[src/rtl/refresh_pkg.sv]
package refresh_pkg;

    typedef enum logic [2:0] {
        ST_IDLE,
        ST_WAIT_GNT,
        ST_PALL,
        ST_TRP,
        ST_REF,
        ST_TRC
    } sched_state_t;

    // {cs_n, ras_n, cas_n, we_n}
    localparam logic [3:0] CMD_NOP  = 4'b0111;
    localparam logic [3:0] CMD_PALL = 4'b0010;
    localparam logic [3:0] CMD_REF  = 4'b0001;

endpackage

[src/rtl/refresh_tick_gen.sv]
module refresh_tick_gen #(
    parameter int unsigned LIM_COLD = 1562,
    parameter int unsigned LIM_HOT  = 390
) (
    input  logic clk,
    input  logic rst,
    input  logic hot_sel,
    output logic tick
);
    localparam int unsigned CNT_W = $clog2(LIM_COLD + 1);

    logic [CNT_W-1:0] cnt;
    logic [CNT_W-1:0] limit_m1;

    always_comb begin
        limit_m1 = hot_sel ? CNT_W'(LIM_HOT - 1) : CNT_W'(LIM_COLD - 1);
        tick     = (cnt >= limit_m1);
    end

    always_ff @(posedge clk) begin
        if (rst) begin
            cnt <= '0;
        end else if (tick) begin
            cnt <= '0;
        end else begin
            cnt <= cnt + 1'b1;
        end
    end
endmodule

[src/rtl/refresh_debt.sv]
module refresh_debt #(
    parameter int unsigned DEBT_MAX = 8
) (
    input  logic clk,
    input  logic rst,
    input  logic inc,
    input  logic dec,
    output logic owed
);
    localparam int unsigned DW = $clog2(DEBT_MAX + 1);

    logic [DW-1:0] debt;

    always_ff @(posedge clk) begin
        if (rst) begin
            debt <= '0;
        end else begin
            unique case ({inc, dec})
                2'b10: if (debt != DW'(DEBT_MAX)) debt <= debt + 1'b1;
                2'b01: if (debt != '0) debt <= debt - 1'b1;
                default: debt <= debt;
            endcase
        end
    end

    assign owed = (debt != '0);
endmodule

[src/rtl/refresh_seq_fsm.sv]
module refresh_seq_fsm
    import refresh_pkg::*;
#(
    parameter int unsigned TRP_CYC = 3,
    parameter int unsigned TRC_CYC = 10
) (
    input  logic       clk,
    input  logic       rst,
    input  logic       owed,
    input  logic       grant,
    output logic       rf_req,
    output logic       pall_stb,
    output logic       ref_stb,
    output logic [3:0] cmd_n,
    output logic       addr10
);
    localparam int unsigned MAXW = (TRC_CYC > TRP_CYC) ? TRC_CYC : TRP_CYC;
    localparam int unsigned WW   = $clog2(MAXW + 1);

    sched_state_t   state, nxt;
    logic [WW-1:0]  wcnt;

    // next-state
    always_comb begin
        nxt = state;
        unique case (state)
            ST_IDLE:     if (owed) nxt = ST_WAIT_GNT;
            ST_WAIT_GNT: if (grant) nxt = ST_PALL;
            ST_PALL:     nxt = ST_TRP;
            ST_TRP:      if (wcnt == '0) nxt = ST_REF;
            ST_REF:      nxt = ST_TRC;
            ST_TRC:      if (wcnt == '0) nxt = owed ? ST_REF : ST_IDLE;
            default:     nxt = ST_IDLE;
        endcase
    end

    // state register and wait timer
    always_ff @(posedge clk) begin
        if (rst) begin
            state <= ST_IDLE;
            wcnt  <= '0;
        end else begin
            state <= nxt;
            if (state == ST_PALL) begin
                wcnt <= WW'(TRP_CYC - 1);
            end else if (state == ST_REF) begin
                wcnt <= WW'(TRC_CYC - 1);
            end else if (wcnt != '0) begin
                wcnt <= wcnt - 1'b1;
            end
        end
    end

    // outputs
    always_comb begin
        rf_req   = (state != ST_IDLE);
        pall_stb = 1'b0;
        ref_stb  = 1'b0;
        cmd_n    = CMD_NOP;
        addr10   = 1'b0;
        unique case (state)
            ST_PALL: begin
                pall_stb = 1'b1;
                cmd_n    = CMD_PALL;
                addr10   = 1'b1;
            end
            ST_REF: begin
                ref_stb = 1'b1;
                cmd_n   = CMD_REF;
            end
            default: ;
        endcase
    end
endmodule

[src/rtl/refresh_sched.sv]
module refresh_sched #(
    parameter int unsigned CLK_MHZ      = 200,
    parameter int unsigned REFS_PER_WIN = 8192,
    parameter int unsigned WIN_MS       = 64,
    parameter int unsigned HOT_WIN_MS   = 16,
    parameter int unsigned DEBT_MAX     = 8,
    parameter int unsigned TRP_CYC      = 3,
    parameter int unsigned TRC_CYC      = 10
) (
    input  logic       clk,
    input  logic       rst,
    input  logic       hot_sel,
    input  logic       grant,
    output logic       rf_req,
    output logic       pall_stb,
    output logic       ref_stb,
    output logic [3:0] cmd_n,
    output logic       addr10
);
    localparam int unsigned CYC_COLD = (CLK_MHZ * 1000 * WIN_MS) / REFS_PER_WIN;
    localparam int unsigned CYC_HOT  = (CLK_MHZ * 1000 * HOT_WIN_MS) / REFS_PER_WIN;

    logic tick;
    logic owed;

    refresh_tick_gen #(.LIM_COLD(CYC_COLD), .LIM_HOT(CYC_HOT)) u_tick (
        .clk(clk), .rst(rst), .hot_sel(hot_sel), .tick(tick)
    );

    refresh_debt #(.DEBT_MAX(DEBT_MAX)) u_debt (
        .clk(clk), .rst(rst), .inc(tick), .dec(ref_stb), .owed(owed)
    );

    refresh_seq_fsm #(.TRP_CYC(TRP_CYC), .TRC_CYC(TRC_CYC)) u_fsm (
        .clk(clk), .rst(rst), .owed(owed), .grant(grant),
        .rf_req(rf_req), .pall_stb(pall_stb), .ref_stb(ref_stb),
        .cmd_n(cmd_n), .addr10(addr10)
    );
endmodule

[config.mk]
export PLATFORM = sky130hd
export DESIGN_NAME = refresh_sched
export DESIGN_NICKNAME = d
export VERILOG_FILES = /design/src/rtl/refresh_pkg.sv /design/src/rtl/refresh_tick_gen.sv /design/src/rtl/refresh_debt.sv /design/src/rtl/refresh_seq_fsm.sv /design/src/rtl/refresh_sched.sv
export SDC_FILE = /design/constraint.sdc
export NUM_CORES = 1
export LEC_CHECK = 0
export ABC_AREA = 0
export BUFFER_PORTS_ARGS = -buffer_cell sky130_fd_sc_hd__buf_2
export CAP_MARGIN = 20
export CORE_MARGIN = 3
export CORE_UTILIZATION = 40
export CTS_CLUSTER_SIZE = 24
export DETAILED_ROUTE_END_ITERATION = 8
export GPL_TIMING_DRIVEN = 0
export PLACE_DENSITY = 0.62
export SETUP_SLACK_MARGIN = 0.5
export SYNTH_ARGS = -nofsm -noshare
export SYNTH_HDL_FRONTEND = slang
export SYNTH_HIERARCHICAL = 1
export SYNTH_SLANG_ARGS = --single-unit
[constraint.sdc]
create_clock -name clk -period 2.85 [get_ports clk]
set_input_delay 0 -clock clk [delete_from_list [all_inputs] [get_ports clk]]
set_output_delay 0 -clock clk [all_outputs]
set_load 0.03 [all_outputs]
==> reports/metrics.yaml, run 1 <==
status: "finished clean"
fin_crit_ns: 2.61
maxSlewViolCount: 0
synth_top_area_cell: "dfxtp_1"
dr_wl_met2_um: 1550
grtUsageTotal: 0.161
fmax_mhz: 383
drtPass1Iterations: 4
worstPathCellList: "ha_1 > nor4_4 > o21ai_2 > buf_6 > a21o_1 > buf_6 > or2b_1 > xnor2_1 > ha_2 > and3b_1 > o32a_1 > a21o_1"
synth-edff-count: 0
finalSetupViolCount: 0
swShare: 0.289
report.power.total_w: 0.000796
hp-class: "input port to flip-flop"
min_to: "u_fsm/state[1]"
tns_ns: 0
core-area_um2: 3180
yosys_warnings: 6
rows: 20
die_y_um: 64.8
seq_area_um2: 450
overflow: 0
clk_pin_slew_ns: 0.15
clock_sinks: 22
cp.buffers_inverters: 2
hold_path_depth: 5
cts_buffers: 3
htreeDepth: 1
place.gp.congestion: 0.787
met3_length_um: 54
nets: 192
grt_pass1_wl_um: 5360
pwr-share-comb: 0.240
worst-r2r-setup-slack_ns: 0.24
syn_area_um2: 1380
avgViaCountPerCell: 5.60
port-buffer-count: 10
hpwlAfterDp_um: 2160
drtIter0Drc: 87
drive_gt1_frac: 0.244
first_global_vias: 1145
yosys_register_bits: 22
cts_buffer_depth: 2
p_seq_frac: 0.450
antenna_found_initial: 0
worstSkewPairLatency_ns: 0.32
p_leak_nw: 0.657
drc: 0
endpoint_kind: "flip-flop"
multiInputGateArea_um2: 935
die_w_um: 64.8
rr_startpoint: "u_tick/cnt[0]"
r2r_cells: 12
clock-root-buffer: "clkbuf_4"
rsz0062_at_grt: "true"
maxUsedRoutingLayer: "met4"
grt_max_degree: 14
syn_to_final_growth_pct: 21.5
clkPwrFrac: 0.310
peakVddDrop_v: 0.000179
hold_viol_final: 0
post-route-period-util: 0.915
synth_common_cells: "dfxtp_1 (22), a21oi_1 (12), nand2_1 (12)"
antennaDiodeCount: 0
syn_avg_cell_area_um2: 8.81
crit_arrival_ns: 2.82
synthArstFlopShare: 0
power_density_nw_per_um2: 474
io_pins: 12
maxCapViolCount: 0
synthesis.nets: 172
synthMostInstantiatedCell: "dfxtp_1"
cp.required_ns: 3.07
p_switching_w: 0.000230
p_int_w: 0.000566
synth_sequential_area_ratio: 0.319
cp_max_fo: 6
worstSetupPathType: "flip-flop to flip-flop"
crit_path_start_kind: "flip-flop"
num_vias: 1232
ys.flop_type: "dfxtp_1"
routed_wl_um: 3160
drt-met1-wl_um: 1530
slew_headroom: 0.619
synthTopCellsByArea: "dfxtp_1 (32%), ha_1 (10%), a21oi_1 (4.3%)"
worst_path_largest_cell_delay_ns: 0.42
worst-path-stages: 12
ant_nets: 0
worstMarginPinSlew_ns: 0.572
synth_cell_types: 45
synthesis.instances: 157
cp_top_family: "simple AND/OR/NAND/NOR gates"
die_area_um2: 4200
cpMaxStageDelayCell: "dfxtp_1"
yosysTopAreaCellShare: 0.319
skew_ns: 0.0206
initial_core_util: 0.435
wire_per_inst_um: 14.4
min_from: "grant"
nFillCells: 310
r2r_end: "u_debt/debt[2]"
tritoncts: "yes"
==> state kept, by name, indices dropped and copies added (netlist names) <==
register and flops:
u_tick/cnt 11, u_debt/debt 4, u_fsm/wcnt 4, u_fsm/state 3
==> cells by family after synthesis <==
kind of cell | Yosys count | share of synthesized area
AOI/OAI and AO/OA | 44 | 0.227
xor gates and xnor gates | 8 | 0.0507
adders and majority gates | 11 | 0.0995
buffers and inverters | 18 | 0.0679
DFF | 22 | 0.319
muxes | 2 | 0.0154
other | 1 | 0.00271
and+or+nand+nor | 51 | 0.218
==> routing by layer <==
metal	track usage	up-vias
li1	-	625
met1	0.208	598
met2	0.269	7
met3	0.0329	2
met4	0.0475	0
met5	0	-
==> stage by stage <==
stage / hold slack, ns / utilization / instances / area, um^2 / worst slack (ns)
6_report: 0.0793 / 0.529 / 220 / 1680 / 0.241
5_1_grt: 0.0692 / 0.529 / 220 / 1680 / 0.124
4_1_cts: 0.0545 / 0.525 / 220 / 1670 / 0.259
3_5_place_dp: 0.349 / 0.487 / 211 / 1550 / 0.103
3_3_place_gp: 0.332 / 0.487 / 211 / 1550 / 0.150
2_1_floorplan: 0.0691 / - / 157 / 1440 / 0.262
==> what timing repair did <==
item / in CTS / in global routing
setup endpoints to repair: 3 / 3
hold endpoints to repair: 5 / 0
hold buffers: 1 / 0
buffers inserted: 4 / 0
pin swaps: 3 / 1
gates resized for setup: 9 / 3
==> power by group through the flow <==
stage	clock network (W)	registers [W]	logic (W)
finish	0.000247	0.000358	0.000191
global route	0.000271	0.000362	0.000214
floorplan	0	0.000358	0.000149
CTS	0.000257	0.000357	0.000189
detailed placement	0	0.000364	0.000182
global placement	0	0.000362	0.000174
==> tightest hold or removal path, stage by stage <==
cell	delay [ns]
buf_2	0.11
nand2_1	0.05
nor2_1	0.04
a21oi_1	0.11
nor3_1	0.05
==> layout by cell type, fill, tap and decap left out, drive strengths merged, types with 4 or more instances in the layout <==
master,count
dfxtp,22
buf,19
nand2,12
a21oi,12
inv,11
ha,11
o21ai,7
or3,6
a221oi,6
o211ai,5
nor2,5
a211oi,5
clkbuf,5
xnor2,4
xor2,4
nor3,4
nand3,4
==> layout make-up <==
class                      count  share of cell area
clock buffer                   3              0.0134
buffer                         7              0.0335
sequential                    22               0.268
clock inverter                 1              0.0179
inverter                      11              0.0246
timing repair buffer          15              0.0536
multi-input combinational    117               0.556
tap                           44              0.0328
==> worst max path at each step <==
stage	start	end	slack, ns
6_report	u_tick/cnt[0]	u_debt/debt[2]	0.24
5_1_grt	u_tick/cnt[4]	u_debt/debt[2]	0.12
4_1_cts	u_tick/cnt[4]	u_debt/debt[2]	0.26
3_5_place_dp	u_tick/cnt[10]	u_debt/debt[2]	0.10
3_3_place_gp	u_tick/cnt[4]	u_debt/debt[2]	0.15
2_1_floorplan	u_tick/cnt[4]	u_debt/debt[2]	0.26
Note: power is estimated with default switching activity, not from simulation.
==> inputs of run 2 (changes only) <==
--- a/config.mk
+++ b/config.mk
@@ -6,6 +6,7 @@
 export NUM_CORES = 1
 export LEC_CHECK = 0
 export ABC_AREA = 0
+export ABC_CLOCK_PERIOD_IN_PS = 2850
 export BUFFER_PORTS_ARGS = -buffer_cell sky130_fd_sc_hd__buf_2
 export CAP_MARGIN = 20
 export CORE_MARGIN = 3
@@ -13,7 +14,6 @@
 export CTS_CLUSTER_SIZE = 24
 export DETAILED_ROUTE_END_ITERATION = 8
 export GPL_TIMING_DRIVEN = 0
-export PLACE_DENSITY = 0.62
 export SETUP_SLACK_MARGIN = 0.5
 export SYNTH_ARGS = -nofsm -noshare
 export SYNTH_HDL_FRONTEND = slang
==> run 2 against run 1 <==
Cell count is 0.91% higher. Via count is 0.32% lower. Total power is 1.1% lower. Clock skew is 0.012 ns lower. Largest cell class unchanged. Clock-buffer cell count stayed put. Critical endpoint unchanged. Design area is 0.52% higher. Combinational power hardly changed. Sequential share of layout area hardly changed. Maximum frequency is 0.15% higher. First-iteration DRC count is 25% higher. Largest power group unchanged. Highest routed layer unchanged. Global-route usage is 0.54 points higher.
==> reports/metrics.yaml, run 2 (synthesis gave the netlist of run 1 again) <==
p_seq_frac: 0.453
final_common_cell: "dfxtp_1"
seq_area_um2: 453
drtPass1Iterations: 4
rsz0062_at_grt: "true"
initial_core_util: 0.435
hpwlAfterDp_um: 2210
top_register: "u_tick/cnt"
drt-met1-wl_um: 1470
tns_ns: 0
die_area_um2: 4200
whs_ns: 0.0764
nFillCells: 320
drive_gt1_frac: 0.253
finalSetupViolCount: 0
reg_top3: "u_tick/cnt x11, u_debt/debt x4, u_fsm/wcnt x4"
maxCapViolCount: 0
port-buffer-count: 10
skew_ns: 0.00814
first_global_vias: 1198
clock_sinks: 22
worstSkewPairLatency_ns: 0.31
nets: 194
fin_crit_ns: 2.60
io_pins: 12
layoutNonFillerInstCount: 222
rows: 20
pwr-share-comb: 0.240
peakVddDrop_v: 0.000394
wire_per_inst_um: 14.0
met3_length_um: 113
grtUsageTotal: 0.167
ant_nets: 0
worst-r2r-setup-slack_ns: 0.25
antenna_found_initial: 0
worstSetupPathType: "flip-flop to flip-flop"
hold_viol_final: 0
status: "finished clean"
place.gp.congestion: 0.770
slew_headroom: 0.617
hp-class: "input port to flip-flop"
cp_max_fo: 3
swShare: 0.283
drtIter0Drc: 109
power_density_nw_per_um2: 466
grt_pass1_wl_um: 5580
clkPwrFrac: 0.307
maxSlewViolCount: 0
cts_buffers: 3
avgViaCountPerCell: 5.53
maxUsedRoutingLayer: "met4"
antennaDiodeCount: 0
worstMarginPinSlew_ns: 0.574
tritoncts: "yes"
post-route-period-util: 0.914
cp.required_ns: 3.07
clock-root-buffer: "clkbuf_4"
multiInputGateArea_um2: 926
cts_buffer_depth: 2
drc: 0
fmax_mhz: 384
largest_reg_flops: 11
dr_wl_met2_um: 1520
syn_to_final_growth_pct: 22.2
p_int_w: 0.000565
die_w_um: 64.8
p_leak_nw: 0.666
num_vias: 1228
clk_pin_slew_ns: 0.13
core-area_um2: 3180
die_y_um: 64.8
routed_wl_um: 3120
htreeDepth: 1
crit_path_start_kind: "flip-flop"
overflow: 0
endpoint_kind: "flip-flop"
grt_max_degree: 14
placed_cells: 211
crit_arrival_ns: 2.82
layout_common_cells: "dfxtp_1 (18), nand2_1 (12), a21oi_1 (12), inv_1 (11)"
p_switching_w: 0.000223
run 2: cell types whose count changed in the layout (fill, tap and decap cells not counted), sizes merged:
cell / previous run / this run
buf: 19 / 22
clkbuf: 5 / 4
run 2: final timing paths:
kind                                     start  depth (start not counted)             end
worst min register to register  u_tick/cnt[10]                          2  u_tick/cnt[10]
worst max-delay path             u_tick/cnt[4]                         12  u_debt/debt[2]
worst min-delay path                     grant                          5  u_fsm/state[1]
worst max register to register   u_tick/cnt[4]                         12  u_debt/debt[2]
run 2: layout make-up:
class,instances,share of cell area
multi-input combinational,117,0.548
sequential,22,0.268
timing repair buffer,17,0.0622
buffer,7,0.0333
tap,44,0.0326
inverter,11,0.0244
clock inverter,1,0.0178
clock buffer,3,0.0133
run 2: repair_timing:
item,CTS,global route
pin swaps,3,2
setup buffers,4,2
hold buffers,1,0
endpoints found under the hold margin,6,0
resized for setup,8,5
setup endpoints to repair,2,3
run 2: per-stage QoR:
stage	utilization	power, W	setup WS [ns]	area [um^2]
after floorplan	-	0.000507	0.262	1440
after global placement	0.487	0.000536	0.131	1550
after detailed placement	0.487	0.000546	0.111	1550
after CTS	0.522	0.000796	0.253	1660
after global routing	0.531	0.000840	0.125	1690
final	0.531	0.000788	0.245	1690
run 2: layer usage:
layer,track usage,vias to the layer above
li1,-,628
met1,0.218,579
met2,0.275,19
met3,0.0451,2
met4,0.0317,0
met5,0,-
run 2: critical path: stages, from the launching register on:
cell and delay, ns:
dfxtp_4 0.38, ha_4 0.22, a2111oi_4 0.31, o21ai_2 0.12, buf_6 0.13, a21o_1 0.15, buf_6 0.11, or2b_1 0.22
xnor2_1 0.13, ha_2 0.21, and3b_1 0.19, o32a_1 0.17, a21o_1 0.15
run 2: power by group through the flow:
stage	clock network [W]	registers, W	logic (W)
6_report	0.000242	0.000357	0.000189
2_1_floorplan	0	0.000358	0.000149
4_1_cts	0.000250	0.000357	0.000188
5_1_grt	0.000264	0.000363	0.000213
3_3_place_gp	0	0.000362	0.000174
3_5_place_dp	0	0.000365	0.000181
